### src/rtl/rind_pkg.sv
package rind_pkg;
  typedef enum logic [1:0] {
    MODE_RR  = 2'd0,
    MODE_RM  = 2'd1,
    MODE_MR  = 2'd2,
    MODE_RSV = 2'd3
  } mode_e;

  typedef enum logic [2:0] {
    ST_IDLE = 3'd0,
    ST_RD   = 3'd1,
    ST_WB   = 3'd2,
    ST_INC  = 3'd3,
    ST_FIN  = 3'd4
  } state_e;
endpackage

### src/rtl/rind_ctrl.sv
module rind_ctrl
  import rind_pkg::*;
#(
  parameter int IW = 3
) (
  input  logic          clk,
  input  logic          rst_n,
  input  logic          start_i,
  input  logic [1:0]    mode_i,
  input  logic [IW-1:0] dst_i,
  input  logic [IW-1:0] src_i,
  input  logic          byte_i,
  input  logic          ai_i,
  output logic          busy_o,
  output logic          done_o,
  output logic          rd_phase_o,
  output logic          wb_phase_o,
  output logic          inc_phase_o,
  output mode_e         mode_o,
  output logic [IW-1:0] dst_o,
  output logic [IW-1:0] src_o,
  output logic          byte_o,
  output logic          ai_o
);
  state_e        state_q, state_d;
  mode_e         mode_q, mode_d;
  logic [IW-1:0] dst_q, dst_d, src_q, src_d;
  logic          byte_q, byte_d, ai_q, ai_d;
  logic          accept, is_mem_in, is_mem_q;

  assign accept    = start_i && (state_q == ST_IDLE);
  assign is_mem_in = (mode_i == MODE_RM) || (mode_i == MODE_MR);
  assign is_mem_q  = (mode_q == MODE_RM) || (mode_q == MODE_MR);

  always_comb begin
    state_d = state_q;
    unique case (state_q)
      ST_IDLE: if (accept) state_d = is_mem_in ? ST_RD : ST_WB;
      ST_RD:   state_d = ST_WB;
      ST_WB:   state_d = is_mem_q ? ST_INC : ST_FIN;
      ST_INC:  state_d = ST_FIN;
      ST_FIN:  state_d = ST_IDLE;
      default: state_d = ST_IDLE;
    endcase
  end

  always_comb begin
    mode_d = mode_q;
    dst_d  = dst_q;
    src_d  = src_q;
    byte_d = byte_q;
    ai_d   = ai_q;
    if (accept) begin
      mode_d = mode_e'(mode_i);
      dst_d  = dst_i;
      src_d  = src_i;
      byte_d = byte_i;
      ai_d   = ai_i;
    end
  end

  always_ff @(posedge clk or negedge rst_n) begin
    if (!rst_n) begin
      state_q <= ST_IDLE;
    end else begin
      state_q <= state_d;
    end
  end

  always_ff @(posedge clk or negedge rst_n) begin
    if (!rst_n) begin
      mode_q <= MODE_RR;
      dst_q  <= '0;
      src_q  <= '0;
      byte_q <= 1'b0;
      ai_q   <= 1'b0;
    end else if (accept) begin
      mode_q <= mode_d;
      dst_q  <= dst_d;
      src_q  <= src_d;
      byte_q <= byte_d;
      ai_q   <= ai_d;
    end
  end

  assign busy_o      = (state_q != ST_IDLE);
  assign done_o      = (state_q == ST_FIN);
  assign rd_phase_o  = (state_q == ST_RD);
  assign wb_phase_o  = (state_q == ST_WB);
  assign inc_phase_o = (state_q == ST_INC);
  assign mode_o      = mode_q;
  assign dst_o       = dst_q;
  assign src_o       = src_q;
  assign byte_o      = byte_q;
  assign ai_o        = ai_q;

  // completion pulse lasts one cycle
  assert_done_single_R8: assert property (@(posedge clk) disable iff (!rst_n)
    done_o |=> !done_o);

  // completion only follows a busy cycle
  assert_done_after_busy_R8: assert property (@(posedge clk) disable iff (!rst_n)
    done_o |-> $past(busy_o));

  // latched operation fields hold while busy
  assert_op_hold_R9: assert property (@(posedge clk) disable iff (!rst_n)
    busy_o |=> $stable({mode_q, dst_q, src_q, byte_q, ai_q}));
endmodule

### src/rtl/rind_regfile.sv
module rind_regfile #(
  parameter int NREG = 8,
  parameter int DW   = 16,
  parameter int SW   = 8,
  localparam int IW  = $clog2(NREG)
) (
  input  logic          clk,
  input  logic          rst_n,
  input  logic          ld_en,
  input  logic [IW-1:0] ld_idx,
  input  logic [DW-1:0] ld_val,
  input  logic [SW-1:0] ld_seg,
  input  logic          wr_en,
  input  logic [IW-1:0] wr_idx,
  input  logic [DW-1:0] wr_data,
  input  logic          inc_en,
  input  logic [IW-1:0] inc_idx,
  input  logic [DW-1:0] inc_amt,
  input  logic [IW-1:0] a_idx,
  output logic [DW-1:0] a_val,
  input  logic [IW-1:0] b_idx,
  output logic [DW-1:0] b_val,
  input  logic [IW-1:0] p_idx,
  output logic [DW-1:0] p_val,
  output logic [SW-1:0] p_seg,
  input  logic [IW-1:0] o_idx,
  output logic [DW-1:0] o_val,
  output logic [SW-1:0] o_seg
);
  logic [DW-1:0] r_q [NREG];
  logic [DW-1:0] r_d [NREG];
  logic [SW-1:0] s_q [NREG];
  logic [SW-1:0] s_d [NREG];
  logic [NREG-1:0] r_en, s_en;

  always_comb begin
    for (int i = 0; i < NREG; i++) begin
      r_d[i]  = r_q[i];
      s_d[i]  = s_q[i];
      r_en[i] = 1'b0;
      s_en[i] = 1'b0;
      if (ld_en && (ld_idx == IW'(i))) begin
        r_d[i]  = ld_val;
        s_d[i]  = ld_seg;
        r_en[i] = 1'b1;
        s_en[i] = 1'b1;
      end
      if (wr_en && (wr_idx == IW'(i))) begin
        r_d[i]  = wr_data;
        r_en[i] = 1'b1;
      end
      if (inc_en && (inc_idx == IW'(i))) begin
        r_d[i]  = r_q[i] + inc_amt;
        r_en[i] = 1'b1;
      end
    end
  end

  always_ff @(posedge clk or negedge rst_n) begin
    if (!rst_n) begin
      for (int i = 0; i < NREG; i++) begin
        r_q[i] <= '0;
        s_q[i] <= '0;
      end
    end else begin
      for (int i = 0; i < NREG; i++) begin
        if (r_en[i]) r_q[i] <= r_d[i];
        if (s_en[i]) s_q[i] <= s_d[i];
      end
    end
  end

  assign a_val = r_q[a_idx];
  assign b_val = r_q[b_idx];
  assign p_val = r_q[p_idx];
  assign p_seg = s_q[p_idx];
  assign o_val = r_q[o_idx];
  assign o_seg = s_q[o_idx];

  // pointer advance never coincides with a result write
  assert_inc_excl_R5: assert property (@(posedge clk) disable iff (!rst_n)
    inc_en |-> !wr_en);
endmodule

### src/rtl/rind_addalu.sv
module rind_addalu #(
  parameter int DW = 16,
  localparam int LW = 8
) (
  input  logic [DW-1:0] a,
  input  logic [DW-1:0] b,
  input  logic          byte_op,
  output logic [DW-1:0] sum,
  output logic          carry,
  output logic          zero
);
  logic [DW:0] wsum;
  logic [LW:0] lsum;

  always_comb begin
    wsum = {1'b0, a} + {1'b0, b};
    lsum = {1'b0, a[LW-1:0]} + {1'b0, b[LW-1:0]};
    if (byte_op) begin
      sum   = {a[DW-1:LW], lsum[LW-1:0]};
      carry = lsum[LW];
      zero  = (lsum[LW-1:0] == '0);
    end else begin
      sum   = wsum[DW-1:0];
      carry = wsum[DW];
      zero  = (wsum[DW-1:0] == '0);
    end
  end
endmodule

### src/rtl/rind_add_unit.sv
module rind_add_unit
  import rind_pkg::*;
#(
  parameter int NREG = 8,
  parameter int DW   = 16,
  parameter int SW   = 8,
  localparam int IW  = $clog2(NREG),
  localparam int AW  = DW + SW
) (
  input  logic          clk,
  input  logic          rst_n,
  input  logic          op_start,
  input  logic [1:0]    op_mode,
  input  logic [IW-1:0] op_dst,
  input  logic [IW-1:0] op_src,
  input  logic          op_byte,
  input  logic          op_autoinc,
  output logic          busy,
  output logic          done,
  output logic          flag_c,
  output logic          flag_z,
  output logic [AW-1:0] mem_addr,
  output logic          mem_rd,
  output logic          mem_we,
  output logic [DW-1:0] mem_wdata,
  input  logic [DW-1:0] mem_rdata,
  input  logic          ld_en,
  input  logic [IW-1:0] ld_idx,
  input  logic [DW-1:0] ld_val,
  input  logic [SW-1:0] ld_seg,
  input  logic [IW-1:0] rd_idx,
  output logic [DW-1:0] rd_val,
  output logic [SW-1:0] rd_seg
);
  mode_e         mode_q;
  logic [IW-1:0] dst_q, src_q, ptr_idx;
  logic          byte_q, ai_q;
  logic          rd_phase, wb_phase, inc_phase;
  logic [DW-1:0] dst_val, src_val, ptr_val, opa, opb, sum, inc_amt;
  logic [SW-1:0] ptr_seg;
  logic          c_comb, z_comb, reg_wr, mem_dst;
  logic          c_q, c_d, z_q, z_d;

  rind_ctrl #(.IW(IW)) i_ctrl (
    .clk(clk), .rst_n(rst_n), .start_i(op_start), .mode_i(op_mode),
    .dst_i(op_dst), .src_i(op_src), .byte_i(op_byte), .ai_i(op_autoinc),
    .busy_o(busy), .done_o(done), .rd_phase_o(rd_phase),
    .wb_phase_o(wb_phase), .inc_phase_o(inc_phase), .mode_o(mode_q),
    .dst_o(dst_q), .src_o(src_q), .byte_o(byte_q), .ai_o(ai_q)
  );

  assign mem_dst = (mode_q == MODE_MR);
  assign ptr_idx = mem_dst ? dst_q : src_q;
  assign reg_wr  = wb_phase && !mem_dst;
  assign inc_amt = !ai_q ? '0 : (byte_q ? DW'(1) : DW'(2));

  rind_regfile #(.NREG(NREG), .DW(DW), .SW(SW)) i_rf (
    .clk(clk), .rst_n(rst_n),
    .ld_en(ld_en && !busy), .ld_idx(ld_idx), .ld_val(ld_val), .ld_seg(ld_seg),
    .wr_en(reg_wr), .wr_idx(dst_q), .wr_data(sum),
    .inc_en(inc_phase), .inc_idx(ptr_idx), .inc_amt(inc_amt),
    .a_idx(dst_q), .a_val(dst_val), .b_idx(src_q), .b_val(src_val),
    .p_idx(ptr_idx), .p_val(ptr_val), .p_seg(ptr_seg),
    .o_idx(rd_idx), .o_val(rd_val), .o_seg(rd_seg)
  );

  // operand a is always the old value of the destination
  assign opa = mem_dst ? mem_rdata : dst_val;
  assign opb = (mode_q == MODE_RM) ? mem_rdata : src_val;

  rind_addalu #(.DW(DW)) i_alu (
    .a(opa), .b(opb), .byte_op(byte_q), .sum(sum), .carry(c_comb), .zero(z_comb)
  );

  always_comb begin
    c_d = c_q;
    z_d = z_q;
    if (wb_phase) begin
      c_d = c_comb;
      z_d = z_comb;
    end
  end

  always_ff @(posedge clk or negedge rst_n) begin
    if (!rst_n) begin
      c_q <= 1'b0;
      z_q <= 1'b0;
    end else if (wb_phase) begin
      c_q <= c_d;
      z_q <= z_d;
    end
  end

  assign flag_c    = c_q;
  assign flag_z    = z_q;
  assign mem_addr  = {ptr_seg, ptr_val};
  assign mem_rd    = rd_phase;
  assign mem_we    = wb_phase && mem_dst;
  assign mem_wdata = sum;

  // read and write strobes are exclusive
  assert_rw_excl_R3: assert property (@(posedge clk) disable iff (!rst_n)
    !(mem_rd && mem_we));

  // a write lands on the address read in the previous cycle
  assert_wr_after_rd_R3: assert property (@(posedge clk) disable iff (!rst_n)
    mem_we |-> ($past(mem_rd) && (mem_addr == $past(mem_addr))));

  // pointer moves by the requested step across the advance cycle
  assert_ptr_step_R5: assert property (@(posedge clk) disable iff (!rst_n)
    inc_phase |=> (ptr_val == $past(ptr_val) + $past(inc_amt)));

  // byte result into a register keeps the upper byte
  assert_byte_upper_R6: assert property (@(posedge clk) disable iff (!rst_n)
    (reg_wr && byte_q) |=> (dst_val[DW-1:8] == $past(dst_val[DW-1:8])));

  // no memory traffic while idle
  assert_idle_quiet_R10: assert property (@(posedge clk) disable iff (!rst_n)
    !busy |-> (!mem_rd && !mem_we));
endmodule

### config.mk
export PLATFORM = sky130hd
export DESIGN_NAME = rind_add_unit
export DESIGN_NICKNAME = d
export VERILOG_FILES = /design/src/rtl/rind_pkg.sv /design/src/rtl/rind_ctrl.sv /design/src/rtl/rind_regfile.sv /design/src/rtl/rind_addalu.sv /design/src/rtl/rind_add_unit.sv
export SDC_FILE = /design/constraint.sdc
export NUM_CORES = 1
export LEC_CHECK = 0
export BUFFER_PORTS_ARGS = -buffer_cell sky130_fd_sc_hd__buf_4
export CORE_MARGIN = 2
export CORE_UTILIZATION = 58
export DETAILED_ROUTE_END_ITERATION = 16
export PLACE_DENSITY = 0.77
export SYNTH_ARGS = -nofsm -noshare
export SYNTH_HDL_FRONTEND = slang
export SYNTH_SLANG_ARGS = --single-unit
### constraint.sdc
create_clock -name clk -period 6.2 [get_ports clk]
set_input_delay 0.93 -clock clk [delete_from_list [all_inputs] [get_ports clk]]
set_output_delay 0.93 -clock clk [all_outputs]
set_load 0.1 [all_outputs]
# Yosys cells after proc, flatten, opt, wreduce, memory -nomap -nowiden
# Cells that the tools add are included.
# word_totals
mem_bits_ro,0
n_memories,0
out_inout_bits,70
register_bits,207
ram_bits,0
latch_bits,0
# classes
bitwise_logic,4
n_reduce_logical,63
multipliers,0
muxes,78
div,0
n_eq_ne,30
n_shift,0
addsub,10
magnitude_cmp,4
# op_table
op,count
two-way mux 16 bit,35
binary-select mux 16 bit (select 3 bit),4
adder 16 x 2 -> 16 bit,8
binary-select mux 8 bit (select 3 bit),2
"equality test 3 bit, second input constant",13
two-way mux 8 bit,4
AND reduction 2 bit,16
logical AND 1 bit,28
nonzero test 3 bit,9
two-way mux 1 bit,26
"equality test 3 x 2 -> 1 bit, second input constant",8
adder 16 x 16 -> 17 bit,1
"greater-or-equal comparator 4 bit, second input constant",4
logical NOT 16 bit,1
inverter 3 -> 4 bit,4
"equality test 3 x 1 -> 1 bit, second input constant",4
logical NOT 3 bit,4
one-hot mux 3 bit (4 select lines),1
adder 8 x 8 -> 9 bit,1
two-way mux 3 bit,3
logical NOT 8 bit,1
two-way mux 2 bit,3
"equality test 2 x 1 -> 1 bit, second input constant",2
"equality test 2 bit, second input constant",2
other kinds (3),5

# Logic depth before layout (Yosys ltp)
# logic_depth
word_depth,9
depth_mapped,19
depth_no_buf,13

# Hierarchy
# Synthesis repeated with hierarchy kept, for this count alone.
# hier_totals
cells_unflattened,2162
area_unflattened_um2,21760.9
# by_module_without_submodules
mod,seq_area_each_um2,cells_each,n_inst,area_per_inst_um2
rind_regfile,4804.6,1935,1,19576.3
rind_addalu,0.0,132,1,974.7
rind_add_unit,50.0,52,1,611.8
rind_ctrl,325.3,43,1,598.1

# Least setup slack after synthesis
# No wires, ideal clock.
# synth_path
kind,flip-flop to output port
from,register i_ctrl.dst_q[0] (netlist: i_ctrl.dst_o[0])
to,output mem_wdata[7]
path_slack_ps,709
stages_incl_launch_ff,12
t_arrival_ps,4561
cell_sequence,dfrtp_1 buf_2 clkbuf_1 buf_2 mux4_2 mux2i_1 o21ai_0 ha_1 a211oi_2 o31a_1 o21ai_1 xor2_1
# synth_via
elab_chain_cells,7
word_cells_on_any_way,8
cone_classes,add/sub (2); mux (5); bitwise (1)
# synth_rtl
item,line,source
from (decl),rind_ctrl.sv:27,"logic [IW-1:0] dst_q, dst_d, src_q, src_d;"
from (signal assigned),rind_ctrl.sv:79,dst_q <= dst_d;
inverter 3 -> 4 bit (not written as such) *,rind_regfile.sv:73,assign a_val = r_q[a_idx];
binary-select mux 16 bit (select 3 bit) *,rind_regfile.sv:73,
two-way mux 16 bit (not written as such) * (2 in series),rind_regfile.sv:73,
two-way mux 16 bit *,rind_add_unit.sv:68,assign opa = mem_dst ? mem_rdata : dst_val;
adder 16 x 16 -> 17 bit or adder 8 x 8 -> 9 bit (tied branches),"rind_addalu.sv:16, rind_addalu.sv:17",
two-way mux 16 bit *,rind_addalu.sv:18,if (byte_op) begin
to (decl),rind_add_unit.sv:25,"output logic [DW-1:0] mem_wdata,"
# Mark *: on every way between the ends. The rest lies on a longest branch, timed or not. The select of a mux whose other input is x is not followed.

# Final worst setup path
# layout_path
from,register i_ctrl.src_q[0] (netlist: i_ctrl.src_o[0])
to,output mem_wdata[12]
# layout_via
elab_chain_cells,7
# layout_rtl
item,line,source
from (decl),rind_ctrl.sv:27,
from (signal assigned),rind_ctrl.sv:80,src_q <= src_d;
inverter 3 -> 4 bit (not written as such),rind_regfile.sv:74,assign b_val = r_q[b_idx];
binary-select mux 16 bit (select 3 bit),rind_regfile.sv:74,
two-way mux 16 bit (not written as such) (2 in series),rind_regfile.sv:74,
two-way mux 16 bit,rind_add_unit.sv:69,assign opb = (mode_q == MODE_RM) ? mem_rdata : src_val;
adder 16 x 16 -> 17 bit,rind_addalu.sv:16,"wsum = {1'b0, a} + {1'b0, b};"
two-way mux 16 bit,rind_addalu.sv:18,
# Every way passes these cells. The select of a mux whose other input is x is not followed.

==> results.md <==
- Status: completed
- Via count: 18543
- Worst Max-Slew Pin Slew: 1.25 ns
- Synth warnings: 0
- Adder-Cell Fraction of Synth Area: 3.31%
- Tmin final: 6.01 ns
- Most common cell after layout, fill and taps aside: nand2_1
- Syn avg cell area: 8.91 um^2
- Synth unique cells: 84
- Simple-gate share of the synthesized area: 20.4%
- Grt peak-use layer: met2
- Placement Rows: 64
- Reg-to-reg critical path endpoint: i_rf.r_q[124]
- Layout cell share with drive strength beyond 1: 22.0%
- Critical path class: reg -> out
- Fillers: 2490
- Skew final: 0.0183 ns
- Drt wl/cell: 29.4 um
- Cells on worst reg2reg path: 13
- Met2 Track Usage GR: 64.4%
- Dpl cell area: 19400 um^2
- Grt ovf: 0
- Synth-to-Final Area Change: 11.2%
- Met1 usage: 58.4%
- Clock latency on the worst-skew pair: 0.58 ns
- Ys flop type: dfrtp_1
- Cells after Synth: 2051
- Critical path fanouts, max: 16
- Clk sink count: 207
- Worst setup startpoint: i_ctrl.src_o[0]
- Worst r2r src: i_ctrl.src_o[0]
- Worst hold-check path type: in -> async
- Initial Util: 59.3%
- H-tree Lvls: 1
- Post-layout nets: 2182
- Final Hold Viols: 0
- Drt total wl: 73400 um
- Final ANT Viol Nets: 0
- R2r setup slk: 1.53 ns
- CP endpoint kind: output pin
- Relative slew slack: 16.0%
- Die W: 181 um
- Vias per inst: 7.44
- PortBufs: 129
- Synth top area cells: dfrtp_1 28%, mux4_2 19%, nand2_1 9.0%, o21ai_0 2.8%, a21oi_1 2.8%
- Compound-Gate Fraction of Synth Area: 16.6%
- Initial DRC count: 2926
- CORE AREA: 30800 um^2
- Final Instance Area: 20300 um^2
- Die Ht: 181 um
- Fmax: 0.166 GHz
- GR Util met3: 12.7%
- Post-CTS Setup Bufs: 0
- Num CTS Buffers: 26
- Sequential area share after synthesis: 28.4%
- Critical Path RT: 5.27 ns
- Combinational family with the most area after synthesis: multiplexers
- Crit path capture: mem_wdata[12]
- Asr flop ratio synth: 100%
- CTS tree: yes
- Slew Viols, Final: 0
- Detailed Routing Iterations Pass 1: 9
- GRT Resource Usage Total: 44.2%
- Commonest non-fill, non-tap cells in the layout: 438 x nand2_1, 204 x dfrtp_1, 183 x buf_4, 155 x mux4_2, 118 x nor2_1
- Root buf cell: clkbuf_16
- GP Congestion: 1.03
- Finish-stage setup viols: 0
- Largest net degree at the start of global routing: 155
- Area leader, netlist: dfrtp_1
- Remaining DRCs: 0
- Hold buffers post-CTS: 0
- XOR/XNOR share of the synthesized area: 1.87%
- RSZ-0062 raised after global routing: no
- TNS Setup: 0 ns
- CTS max path bufs: 3
- Reg clk slew, reported paths: 0.07 ns
- Critical path launch point type: register
- Vias in the first global route: 17585
- Die Area: 32900 um^2
- Synth Cell Area: 18300 um^2
- Number of synthesized flops with an enable pin: 0
- Initial antenna violation count: 4
- Mux contribution to synthesized area: 24.2%
- Hold Slack: 0.319 ns
- First-pass GRT wire length: 109000 um
- FF+latch count, synth: 207
- Synth top area share: 28.4%
- Critical path data arrival time: 5.08 ns
- # IOs: 130
- HPWL after DPL: 52700 um
- Syn_nets: 2154
- Max capacitance violation total: 0
- Final worst-path cycle share: 97.0%
[synthesized netlist by cell type, drive strengths merged, types with 25 or more instances]
master / number
a21oi: 102
buf: 56
clkbuf: 129
dfrtp: 207
ha: 34
inv: 46
mux2: 46
mux2i: 39
mux4: 155
nand2: 439
nand3: 71
nor2: 121
nor3: 47
o211ai: 25
o21ai: 165
[stage by stage]
stage / utilization, % / setup slack, ns / cells
final: 65.9 / 0.189 / 2493
after global routing: 65.9 / 0.0515 / 2491
after CTS: 65.9 / 0.251 / 2491
after detailed placement: 63.1 / 0.879 / 2447
after global placement: 63.1 / 0.923 / 2447
after floorplan: - / 0.709 / 2051
[how the worst min path moves through the flow]
stage                 start            end  slack (ns)  cells past startpoint
6_report              rst_n  i_ctrl.byte_o        0.32                      1
5_1_grt               rst_n  i_ctrl.byte_o        0.37                      1
4_1_cts               rst_n         flag_z        0.35                      1
3_5_place_dp   i_rf.s_q[12]   i_rf.s_q[12]        0.48                      2
3_3_place_gp   i_rf.s_q[12]   i_rf.s_q[12]        0.47                      2
2_1_floorplan  i_rf.s_q[10]   i_rf.s_q[10]        0.46                      2
[critical path: stages (launching register included)]
cell and delay, ns:
dfrtp_2 0.68, mux4_2 0.56, mux2i_1 0.14, o21ai_0 0.10, ha_1 0.26, fa_1 0.42, a21o_1 0.23, a221oi_2 0.46
o31ai_2 0.21, a31oi_1 0.32, mux2_2 0.40, nor3_2 0.37, inv_1 0.09, buf_4 0.25
[area by class of cell]
cell class | instances | area (um^2) | area share, %
multi-input combinational | 1613 | 12200 | 60.0
sequential | 207 | 5180 | 25.5
timing repair buffer | 185 | 1410 | 6.93
clock buffer | 41 | 807 | 3.97
tap | 396 | 495 | 2.44
inverter | 46 | 173 | 0.850
clock inverter | 3 | 55.1 | 0.271
antenna | 2 | 5.00 | 0.0246
[what timing repair did]
action	4_1_cts	5_1_grt
gates resized for setup	0	1
endpoints found under the hold margin	0	0
endpoints found under the setup margin	0	1
[routing by layer]
layer,vias to the layer above,part of all wire (%)
met5,-,0.035
met3,391,15
met2,1674,42
li1,7645,-
met4,4,8.1
met1,8829,35
[flip-flops by register name, indices dropped and copies added, names as in the netlist]
register        count
i_rf.s_q           64
i_ctrl.byte_o       1
flag_c              1
i_ctrl.state_q      3
flag_z              1
i_ctrl.src_o        3
i_ctrl.mode_o       2
i_rf.r_q          128
i_ctrl.ai_o         1
i_ctrl.dst_o        3
[kinds of logic (layout without fill, tap and decap cells)]
| logic type | after synthesis | in the layout |
|---|---|---|
| muxes | 240 | 240 |
| xor gates and xnor gates | 39 | 39 |
| other | 0 | 2 |
| buffers and inverters | 231 | 275 |
| AOI/OAI and AO/OA | 471 | 471 |
| and+or+nand+nor | 820 | 820 |
| DFF | 207 | 207 |
| adders and majority gates | 43 | 43 |
Power is not shown: default switching activity piles up to over one toggle a cycle in this logic, so the estimate is an artifact.
